### src/rtl/ccp_pkg.sv
package ccp_pkg;
  localparam int ADDR_W   = 3;
  localparam logic [ADDR_W-1:0] A_CTRL = 3'd0;
  localparam logic [ADDR_W-1:0] A_VLO  = 3'd1;
  localparam logic [ADDR_W-1:0] A_VHI  = 3'd2;
  localparam logic [ADDR_W-1:0] A_PER  = 3'd3;
  localparam logic [ADDR_W-1:0] A_FLG  = 3'd4;

  typedef enum logic [1:0] {
    FAM_OFF = 2'b00,
    FAM_CAP = 2'b01,
    FAM_CMP = 2'b10,
    FAM_PWM = 2'b11
  } fam_e;

  // compare actions (mode bits 1:0 in the compare family)
  localparam logic [1:0] ACT_SET  = 2'b00;
  localparam logic [1:0] ACT_CLR  = 2'b01;
  localparam logic [1:0] ACT_IRQ  = 2'b10;
  localparam logic [1:0] ACT_EVT  = 2'b11;

  function automatic fam_e mode_family(input logic [3:0] m);
    return fam_e'(m[3:2]);
  endfunction
endpackage

### src/rtl/ccp_regs.sv
module ccp_regs
  import ccp_pkg::*;
#(
  parameter int REG_W = 8,
  parameter int TMR_W = 16
) (
  input  logic              clk,
  input  logic              rst,
  input  logic              wr_en,
  input  logic [ADDR_W-1:0] wr_addr,
  input  logic [REG_W-1:0]  wr_data,
  input  logic [ADDR_W-1:0] rd_addr,
  output logic [REG_W-1:0]  rd_data,
  input  logic              cap_fire,
  input  logic [TMR_W-1:0]  cap_value,
  input  logic              evt_set,
  output logic [REG_W-3:0]  ctrl_q,
  output logic [TMR_W-1:0]  val_q,
  output logic [REG_W-1:0]  period_q,
  output logic              flag_q,
  output logic              ctrl_wr
);
  localparam int CTRL_W = REG_W - 2;

  logic wr_lo, wr_hi, wr_per, wr_flg;

  always_comb begin
    ctrl_wr = wr_en && (wr_addr == A_CTRL);
    wr_lo   = wr_en && (wr_addr == A_VLO);
    wr_hi   = wr_en && (wr_addr == A_VHI);
    wr_per  = wr_en && (wr_addr == A_PER);
    wr_flg  = wr_en && (wr_addr == A_FLG);
  end

  always_ff @(posedge clk) begin
    if (rst) begin
      ctrl_q   <= '0;
      val_q    <= '0;
      period_q <= '0;
      flag_q   <= 1'b0;
    end else begin
      if (ctrl_wr) ctrl_q <= wr_data[CTRL_W-1:0];
      if (wr_per)  period_q <= wr_data;
      if (cap_fire) begin
        val_q <= cap_value;
      end else begin
        if (wr_lo) val_q[REG_W-1:0] <= wr_data;
        if (wr_hi) val_q[TMR_W-1:REG_W] <= wr_data;
      end
      if (evt_set)     flag_q <= 1'b1;
      else if (wr_flg) flag_q <= wr_data[0];
    end
  end

  always_ff @(posedge clk) begin
    if (rst) begin
      rd_data <= '0;
    end else begin
      case (rd_addr)
        A_CTRL:  rd_data <= {2'b00, ctrl_q};
        A_VLO:   rd_data <= val_q[REG_W-1:0];
        A_VHI:   rd_data <= val_q[TMR_W-1:REG_W];
        A_PER:   rd_data <= period_q;
        A_FLG:   rd_data <= {{(REG_W-1){1'b0}}, flag_q};
        default: rd_data <= '0;
      endcase
    end
  end


  flag_set_chk: assert property (@(posedge clk) disable iff (rst)
    evt_set |=> flag_q);
endmodule

### src/rtl/ccp_capture.sv
module ccp_capture #(
  parameter int PRE_A = 4,
  parameter int PRE_B = 16
) (
  input  logic       clk,
  input  logic       rst,
  input  logic       cap_en,
  input  logic [1:0] sub,
  input  logic       ctrl_wr,
  input  logic       pin_in,
  output logic       cap_fire
);
  localparam int CNT_W = $clog2(PRE_B);
  localparam int NEED_W = CNT_W + 1;

  logic s1, s2, prev;
  logic rise, fall, edge_hit;
  logic [CNT_W-1:0]  cnt;
  logic [NEED_W-1:0] need;

  always_ff @(posedge clk) begin
    if (rst) begin
      s1 <= 1'b0; s2 <= 1'b0; prev <= 1'b0;
    end else begin
      s1 <= pin_in; s2 <= s1; prev <= s2;
    end
  end

  always_comb begin
    rise = s2 && !prev;
    fall = !s2 && prev;
    edge_hit = (sub == 2'b00) ? fall : rise;
    case (sub)
      2'b10:   need = NEED_W'(PRE_A);
      2'b11:   need = NEED_W'(PRE_B);
      default: need = NEED_W'(1);
    endcase
    cap_fire = cap_en && edge_hit && ({1'b0, cnt} == need - 1'b1);
  end

  always_ff @(posedge clk) begin
    if (rst || !cap_en || ctrl_wr) begin
      cnt <= '0;
    end else if (edge_hit) begin
      cnt <= cap_fire ? '0 : cnt + 1'b1;
    end
  end


  cnt_range_chk: assert property (@(posedge clk) disable iff (rst)
    cap_en |-> ({1'b0, cnt} < need));

  fire_edge_chk: assert property (@(posedge clk) disable iff (rst)
    cap_fire |-> (s2 != prev));
endmodule

### src/rtl/ccp_compare.sv
module ccp_compare
  import ccp_pkg::*;
#(
  parameter int TMR_W = 16,
  parameter bit ADC_TRIG_EN = 1'b1
) (
  input  logic             clk,
  input  logic             rst,
  input  logic             cmp_en,
  input  logic [1:0]       act,
  input  logic             ctrl_wr,
  input  logic [TMR_W-1:0] timer_val,
  input  logic [TMR_W-1:0] cmp_val,
  output logic             cmp_pin,
  output logic             cmp_hit,
  output logic             tmr_rst_stb,
  output logic             adc_stb
);
  logic match, match_q, cfg_d;

  always_comb begin
    match   = (timer_val == cmp_val);
    cmp_hit = cmp_en && match && !match_q;
  end

  always_ff @(posedge clk) begin
    if (rst) begin
      match_q     <= 1'b0;
      cfg_d       <= 1'b0;
      cmp_pin     <= 1'b0;
      tmr_rst_stb <= 1'b0;
      adc_stb     <= 1'b0;
    end else begin
      match_q     <= cmp_en && match;
      cfg_d       <= ctrl_wr;
      tmr_rst_stb <= cmp_hit && (act == ACT_EVT);
      adc_stb     <= ADC_TRIG_EN && cmp_hit && (act == ACT_EVT);
      if (!cmp_en)                       cmp_pin <= 1'b0;
      else if (cfg_d)                    cmp_pin <= (act == ACT_CLR);
      else if (cmp_hit && act == ACT_SET) cmp_pin <= 1'b1;
      else if (cmp_hit && act == ACT_CLR) cmp_pin <= 1'b0;
    end
  end


  set_on_match_chk: assert property (@(posedge clk) disable iff (rst)
    (cmp_hit && act == ACT_SET && !cfg_d) |=> cmp_pin);

  clr_on_match_chk: assert property (@(posedge clk) disable iff (rst)
    (cmp_hit && act == ACT_CLR && !cfg_d) |=> !cmp_pin);

  pin_hold_chk: assert property (@(posedge clk) disable iff (rst)
    (cmp_en && act[1] && !cfg_d) |=> $stable(cmp_pin));

  strobe_src_chk: assert property (@(posedge clk) disable iff (rst)
    tmr_rst_stb |-> ($past(act) == ACT_EVT && $past(cmp_en)));
endmodule

### src/rtl/ccp_pwm.sv
module ccp_pwm #(
  parameter int REG_W = 8,
  parameter int FRAC_W = 2
) (
  input  logic                    clk,
  input  logic                    rst,
  input  logic                    pwm_en,
  input  logic [REG_W-1:0]        period,
  input  logic [REG_W+FRAC_W-1:0] duty_buf,
  input  logic [REG_W+FRAC_W-1:0] cnt,
  output logic                    pwm_out
);
  localparam int PW = REG_W + FRAC_W;

  logic [PW-1:0] duty_act;
  logic          period_end;

  assign period_end = (cnt == {period, {FRAC_W{1'b1}}});

  always_ff @(posedge clk) begin
    if (rst || !pwm_en) begin
      duty_act <= '0;
      pwm_out  <= 1'b0;
    end else begin
      if (period_end) duty_act <= duty_buf;
      pwm_out <= (cnt < duty_act);
    end
  end


  duty_zero_chk: assert property (@(posedge clk) disable iff (rst)
    (pwm_en && duty_act == '0) |=> !pwm_out);

  pwm_off_chk: assert property (@(posedge clk) disable iff (rst)
    !pwm_en |=> (!pwm_out && duty_act == '0));
endmodule

### src/rtl/ccp_unit.sv
module ccp_unit
  import ccp_pkg::*;
#(
  parameter int REG_W = 8,
  parameter int PWM_FRAC = 2,
  parameter int PRE_A = 4,
  parameter int PRE_B = 16,
  parameter bit ADC_TRIG_EN = 1'b1
) (
  input  logic                 clk,
  input  logic                 rst,
  input  logic                 wr_en,
  input  logic [ADDR_W-1:0]    wr_addr,
  input  logic [REG_W-1:0]     wr_data,
  input  logic [ADDR_W-1:0]    rd_addr,
  output logic [REG_W-1:0]     rd_data,
  input  logic [2*REG_W-1:0]   timer_val,
  input  logic                 pin_in,
  output logic                 pin_out,
  output logic                 irq_flag,
  output logic                 tmr_reset_stb,
  output logic                 adc_start_stb
);
  localparam int TMR_W = 2 * REG_W;
  localparam int PW    = REG_W + PWM_FRAC;

  logic [REG_W-3:0] ctrl_q;
  logic [TMR_W-1:0] val_q;
  logic [REG_W-1:0] period_q;
  logic             ctrl_wr, cap_fire, cmp_hit, cmp_pin, pwm_out;
  logic             cap_en, cmp_en, pwm_en;
  fam_e             fam;

  always_comb begin
    fam    = mode_family(ctrl_q[3:0]);
    cap_en = (fam == FAM_CAP);
    cmp_en = (fam == FAM_CMP);
    pwm_en = (fam == FAM_PWM);
    pin_out = pwm_en ? pwm_out : (cmp_en ? cmp_pin : 1'b0);
  end

  ccp_regs #(.REG_W(REG_W), .TMR_W(TMR_W)) u_regs (
    .clk(clk), .rst(rst), .wr_en(wr_en), .wr_addr(wr_addr), .wr_data(wr_data),
    .rd_addr(rd_addr), .rd_data(rd_data), .cap_fire(cap_fire),
    .cap_value(timer_val), .evt_set(cap_fire || cmp_hit), .ctrl_q(ctrl_q),
    .val_q(val_q), .period_q(period_q), .flag_q(irq_flag), .ctrl_wr(ctrl_wr)
  );

  ccp_capture #(.PRE_A(PRE_A), .PRE_B(PRE_B)) u_cap (
    .clk(clk), .rst(rst), .cap_en(cap_en), .sub(ctrl_q[1:0]),
    .ctrl_wr(ctrl_wr), .pin_in(pin_in), .cap_fire(cap_fire)
  );

  ccp_compare #(.TMR_W(TMR_W), .ADC_TRIG_EN(ADC_TRIG_EN)) u_cmp (
    .clk(clk), .rst(rst), .cmp_en(cmp_en), .act(ctrl_q[1:0]),
    .ctrl_wr(ctrl_wr), .timer_val(timer_val), .cmp_val(val_q),
    .cmp_pin(cmp_pin), .cmp_hit(cmp_hit), .tmr_rst_stb(tmr_reset_stb),
    .adc_stb(adc_start_stb)
  );

  ccp_pwm #(.REG_W(REG_W), .FRAC_W(PWM_FRAC)) u_pwm (
    .clk(clk), .rst(rst), .pwm_en(pwm_en), .period(period_q),
    .duty_buf({val_q[REG_W-1:0], ctrl_q[5:4]}), .cnt(timer_val[PW-1:0]),
    .pwm_out(pwm_out)
  );


  reset_quiet_chk: assert property (@(posedge clk)
    $past(rst) |-> (!irq_flag && !pin_out && !tmr_reset_stb && !adc_start_stb));
endmodule

### config.mk
export PLATFORM = sky130hd
export DESIGN_NAME = ccp_unit
export DESIGN_NICKNAME = d
export VERILOG_FILES = /design/src/rtl/ccp_pkg.sv /design/src/rtl/ccp_regs.sv /design/src/rtl/ccp_capture.sv /design/src/rtl/ccp_compare.sv /design/src/rtl/ccp_pwm.sv /design/src/rtl/ccp_unit.sv
export SDC_FILE = /design/constraint.sdc
export NUM_CORES = 1
export LEC_CHECK = 0
export ABC_AREA = 1
export BUFFER_PORTS_ARGS = -buffer_cell sky130_fd_sc_hd__buf_2
export CORE_AREA = 2 2 91 93
export CTS_CLUSTER_SIZE = 20
export DETAILED_ROUTE_END_ITERATION = 7
export DIE_AREA = 0 0 93 95
export GPL_ROUTABILITY_DRIVEN = 0
export PLACE_DENSITY = 0.79
export SYNTH_ARGS = -nofsm -noshare
export SYNTH_HDL_FRONTEND = slang
export SYNTH_HIERARCHICAL = 1
export SYNTH_SLANG_ARGS = --single-unit
### constraint.sdc
create_clock -name clk -period 2.67 [get_ports clk]
set_clock_uncertainty 0.05 [all_clocks]
set_input_delay 0.1335 -clock clk [delete_from_list [all_inputs] [get_ports clk]]
set_output_delay 0.1335 -clock clk [all_outputs]
set_load 0.02 [all_outputs]
==> summary.md <==
| Metric | Value |
|---|---|
| Status | finished, final reports clean |
| Share of cells above drive strength 1 | between 15 and 20% |
| Die W | slightly above 90 microns |
| Die height | 95 microns |
| First-pass GRT wire length | roughly 18,000 microns |
| CP Capture Type | register |
| Critical path class | reg -> reg |
| Remaining Overflow, GRT | 0 |
| WL per Instance | 14.3 microns |
| Die area | 8840 sq um |
| Synth top area cells | dfxtp_1 32%, nand2_1 20%, inv_1 9.1% |
| Reg2reg end | u_regs/val_q[0] |
| Post-cts resize count | 0 |
| Largest net degree at the start of global routing | 27 |
| Via Count | roughly 4,100 |
| Synth warn | 6 |
| Synthesis-stage register bit count | 61 |
| Post-synth top flop | dfxtp_1 |
| Vias per std cell | about 5.3 |
| Max FO, Critical Path | 26 |
| CTS tree | built |
| Worst Hold Class | in -> reg |
| Mapped Cells | 606 |
| Largest area contributor in the netlist | dfxtp_1 |
| Synth cell types | 43 |
| Detail Route Antenna Nets | 0 |
| Later-pin clock latency in the skew report | 340 ps |
| Sink Count | between 60 and 70 |
| Synth top area share | between 30% and 40% |
| Synth-to-Final Area Change | 12.8% |
| WL final | ~11,000 microns |
| Hpwl dp | between 8000 and 9000 microns |
| Worst Path Arrival | around 2400 ps |
| Hold Path Cell Cnt | 3 |
| Initial Utilization | about half |
| DRT iter0 DRCs | around 430 |
| Initial antenna violation count | 0 |
| DP Cell Count | ~750 |
| Number of remaining DRC errors | 0 |
| Pwr Density | ~470 nW/um^2 |
| Slew @ Worst Pin | 753 ps |
| Total Routing Usage GR | between 20% and 30% |
| Max_slew headroom | between 40% and 50% |
| Max-cap viol count | 0 |
| Top-count cell post-synth | nand2_1 |
| Synthesized area per cell | 6.34 sq um |
| RSZ-0062 raised after global routing | no |
| Fin crit period | 2280 ps |
| RR Startpoint | u_regs/ctrl_q[1] |
| Hold Path End | u_regs/period_q[6] |
| Area after DPL | between 4000 and 5000 sq um |
| Num CTS Buffers | 9 |
| Final setup fails | 0 |
| Highest Clock Rate | about 440 MHz |
| DRT Pass-1 Iters | 5 |
| CP Launch Type | register |
| R2R setup slack | a little under 400 ps |
| Core footprint | ~8000 sq um |
| Synth top cells by count | 200 x nand2_1, 93 x inv_1, 77 x nor2_1 |
| Final period util | between 80% and 90% |
| Fin util | 54.7% |
| Final Cell Area | 4340 sq um |
| Post-route insts no fill | around 760 |
| Setup TNS | 0 ps |
| NumNets Final | between 600 and 700 |
| CP required | around 2800 ps |
| Leak Pwr | 1.94 nW |
| Clk Tree Root Cell | clkbuf_8 |
| Total Power | a little over 2 mW |
| ANT cells | 0 |
| H-tree depth | 3 |
| Worst-path clk slew | 80 ps |
| Vias in the first global route | approximately 3,700 |
| Synthesized cell area | between 3000 and 4000 sq um |
| Share of the yosys chip area belonging to registers | about a third |
| Row cnt | 33 |
| Post-synth ARST share | 0% |
| Maximum vdd drop | 0.240 mV |
| CTS Buffer Depth | 2 |
| Io pins | between 40 and 50 |
| Hold slack | around 29 ps |
| Dpl ws | roughly 520 ps |
| HP Start | wr_data[6] |
| Setup WS post-layout | ~400 ps |
| IO buf count | 45 |
| Synth Net Count | between 600 and 700 |
| R2r worst-path depth | 11 |
| Final Max Slew Viols | 0 |
| Hold Vio Cnt, Final | 0 |
| Layout fillers | 790 |
| Number of synthesized flops with an enable pin | 0 |
-- flip-flops by register name (all words and copies together), names as in the netlist, 4 cells and up --
signal	count
u_regs/val_q	16
u_pwm/duty_act	10
u_regs/period_q	8
u_regs/rd_data	8
u_regs/ctrl_q	6
u_cap/cnt	4
-- layout make-up --
type	instances	area [sq um]	area share [%]
multi-input cells	433	2150	49.6
flip-flops and latches	61	1220	28.2
inverters	100	382	8.80
repair buffers	47	243	5.60
clock buffers	11	151	3.49
well taps	105	131	3.03
clock inverters	5	58.8	1.36
-- worst max-delay path: stages (launching register included) --
cell and delay [ps]:
dfxtp_1 550, nor2_2 90, o21ai_1 100, nand2_2 110
nor2_1 110, nand2_1 80, inv_1 470, inv_6 200
nand2_1 160, nand2_1 70, nand2_1 80, a21oi_1 60
-- repair_timing --
action                                 in CTS  in global routing
setup buffers                               0                  0
hold buffers                                1                  0
endpoints found under the hold margin       1                  0
-- per-layer routing --
metal	global-route usage, %	vias to the layer above	wire length, microns
met5	0	-	0
met4	10.3	0	371
met3	6.70	31	1030
met2	43.0	225	5010
met1	32.5	1824	4450
li1	-	1972	-
-- kinds of logic after synthesis --
group | synth area share [%]
buffers and inverters | 12.3
adder cells (fa/ha/maj) | 3.26
AND/OR/NAND/NOR | 44.4
flip-flops | 31.8
AO/OA/AOI/OAI | 7.52
XOR/XNOR | 0.684
-- cells in the final DEF (no fill, tap or decap), types with 3 or more instances in the layout --
master    netlist  final
nand2_1       200    200
inv_1          93     93
nor2_1         77     77
dfxtp_1        61     61
nand3_1        46     46
buf_2           3     45
a21oi_1        25     25
nand4_1        13     13
clkbuf_8        0     11
ha_1           10     10
nor2_2          8      8
o21ai_0         8      8
inv_2           5      5
a21oi_2         4      4
nor3_4          3      3
xnor2_1         3      3
nand3_2         3      3
nor2_4          3      3
nand4_4         3      3
-- power breakdown --
| part | leakage, nW | total [mW] | internal (mW) | switching [mW] |
|---|---|---|---|---|
| Sequential | 0.493 | 0.946 | 0.925 | 0.0211 |
| Combinational | 1.35 | 0.251 | 0.0821 | 0.169 |
| Clock | 0.102 | 0.859 | 0.482 | 0.377 |
| Total | 1.94 | 2.06 | 1.49 | 0.568 |
-- worst max-delay path by stage --
stage                           startpoint               end  cells past startpoint  slack, ps
after global placement    u_regs/ctrl_q[1]  u_regs/val_q[14]                     11        600
after floorplan           u_regs/ctrl_q[1]  u_regs/val_q[13]                     13        980
final                     u_regs/ctrl_q[1]   u_regs/val_q[0]                     11        390
after detailed placement  u_regs/ctrl_q[1]   u_regs/val_q[0]                     11        520
after CTS                 u_regs/ctrl_q[1]   u_regs/val_q[0]                     11        480
after global routing      u_regs/ctrl_q[1]  u_regs/val_q[11]                     10        220
No activity file was read; power rests on OpenSTA's default activity.
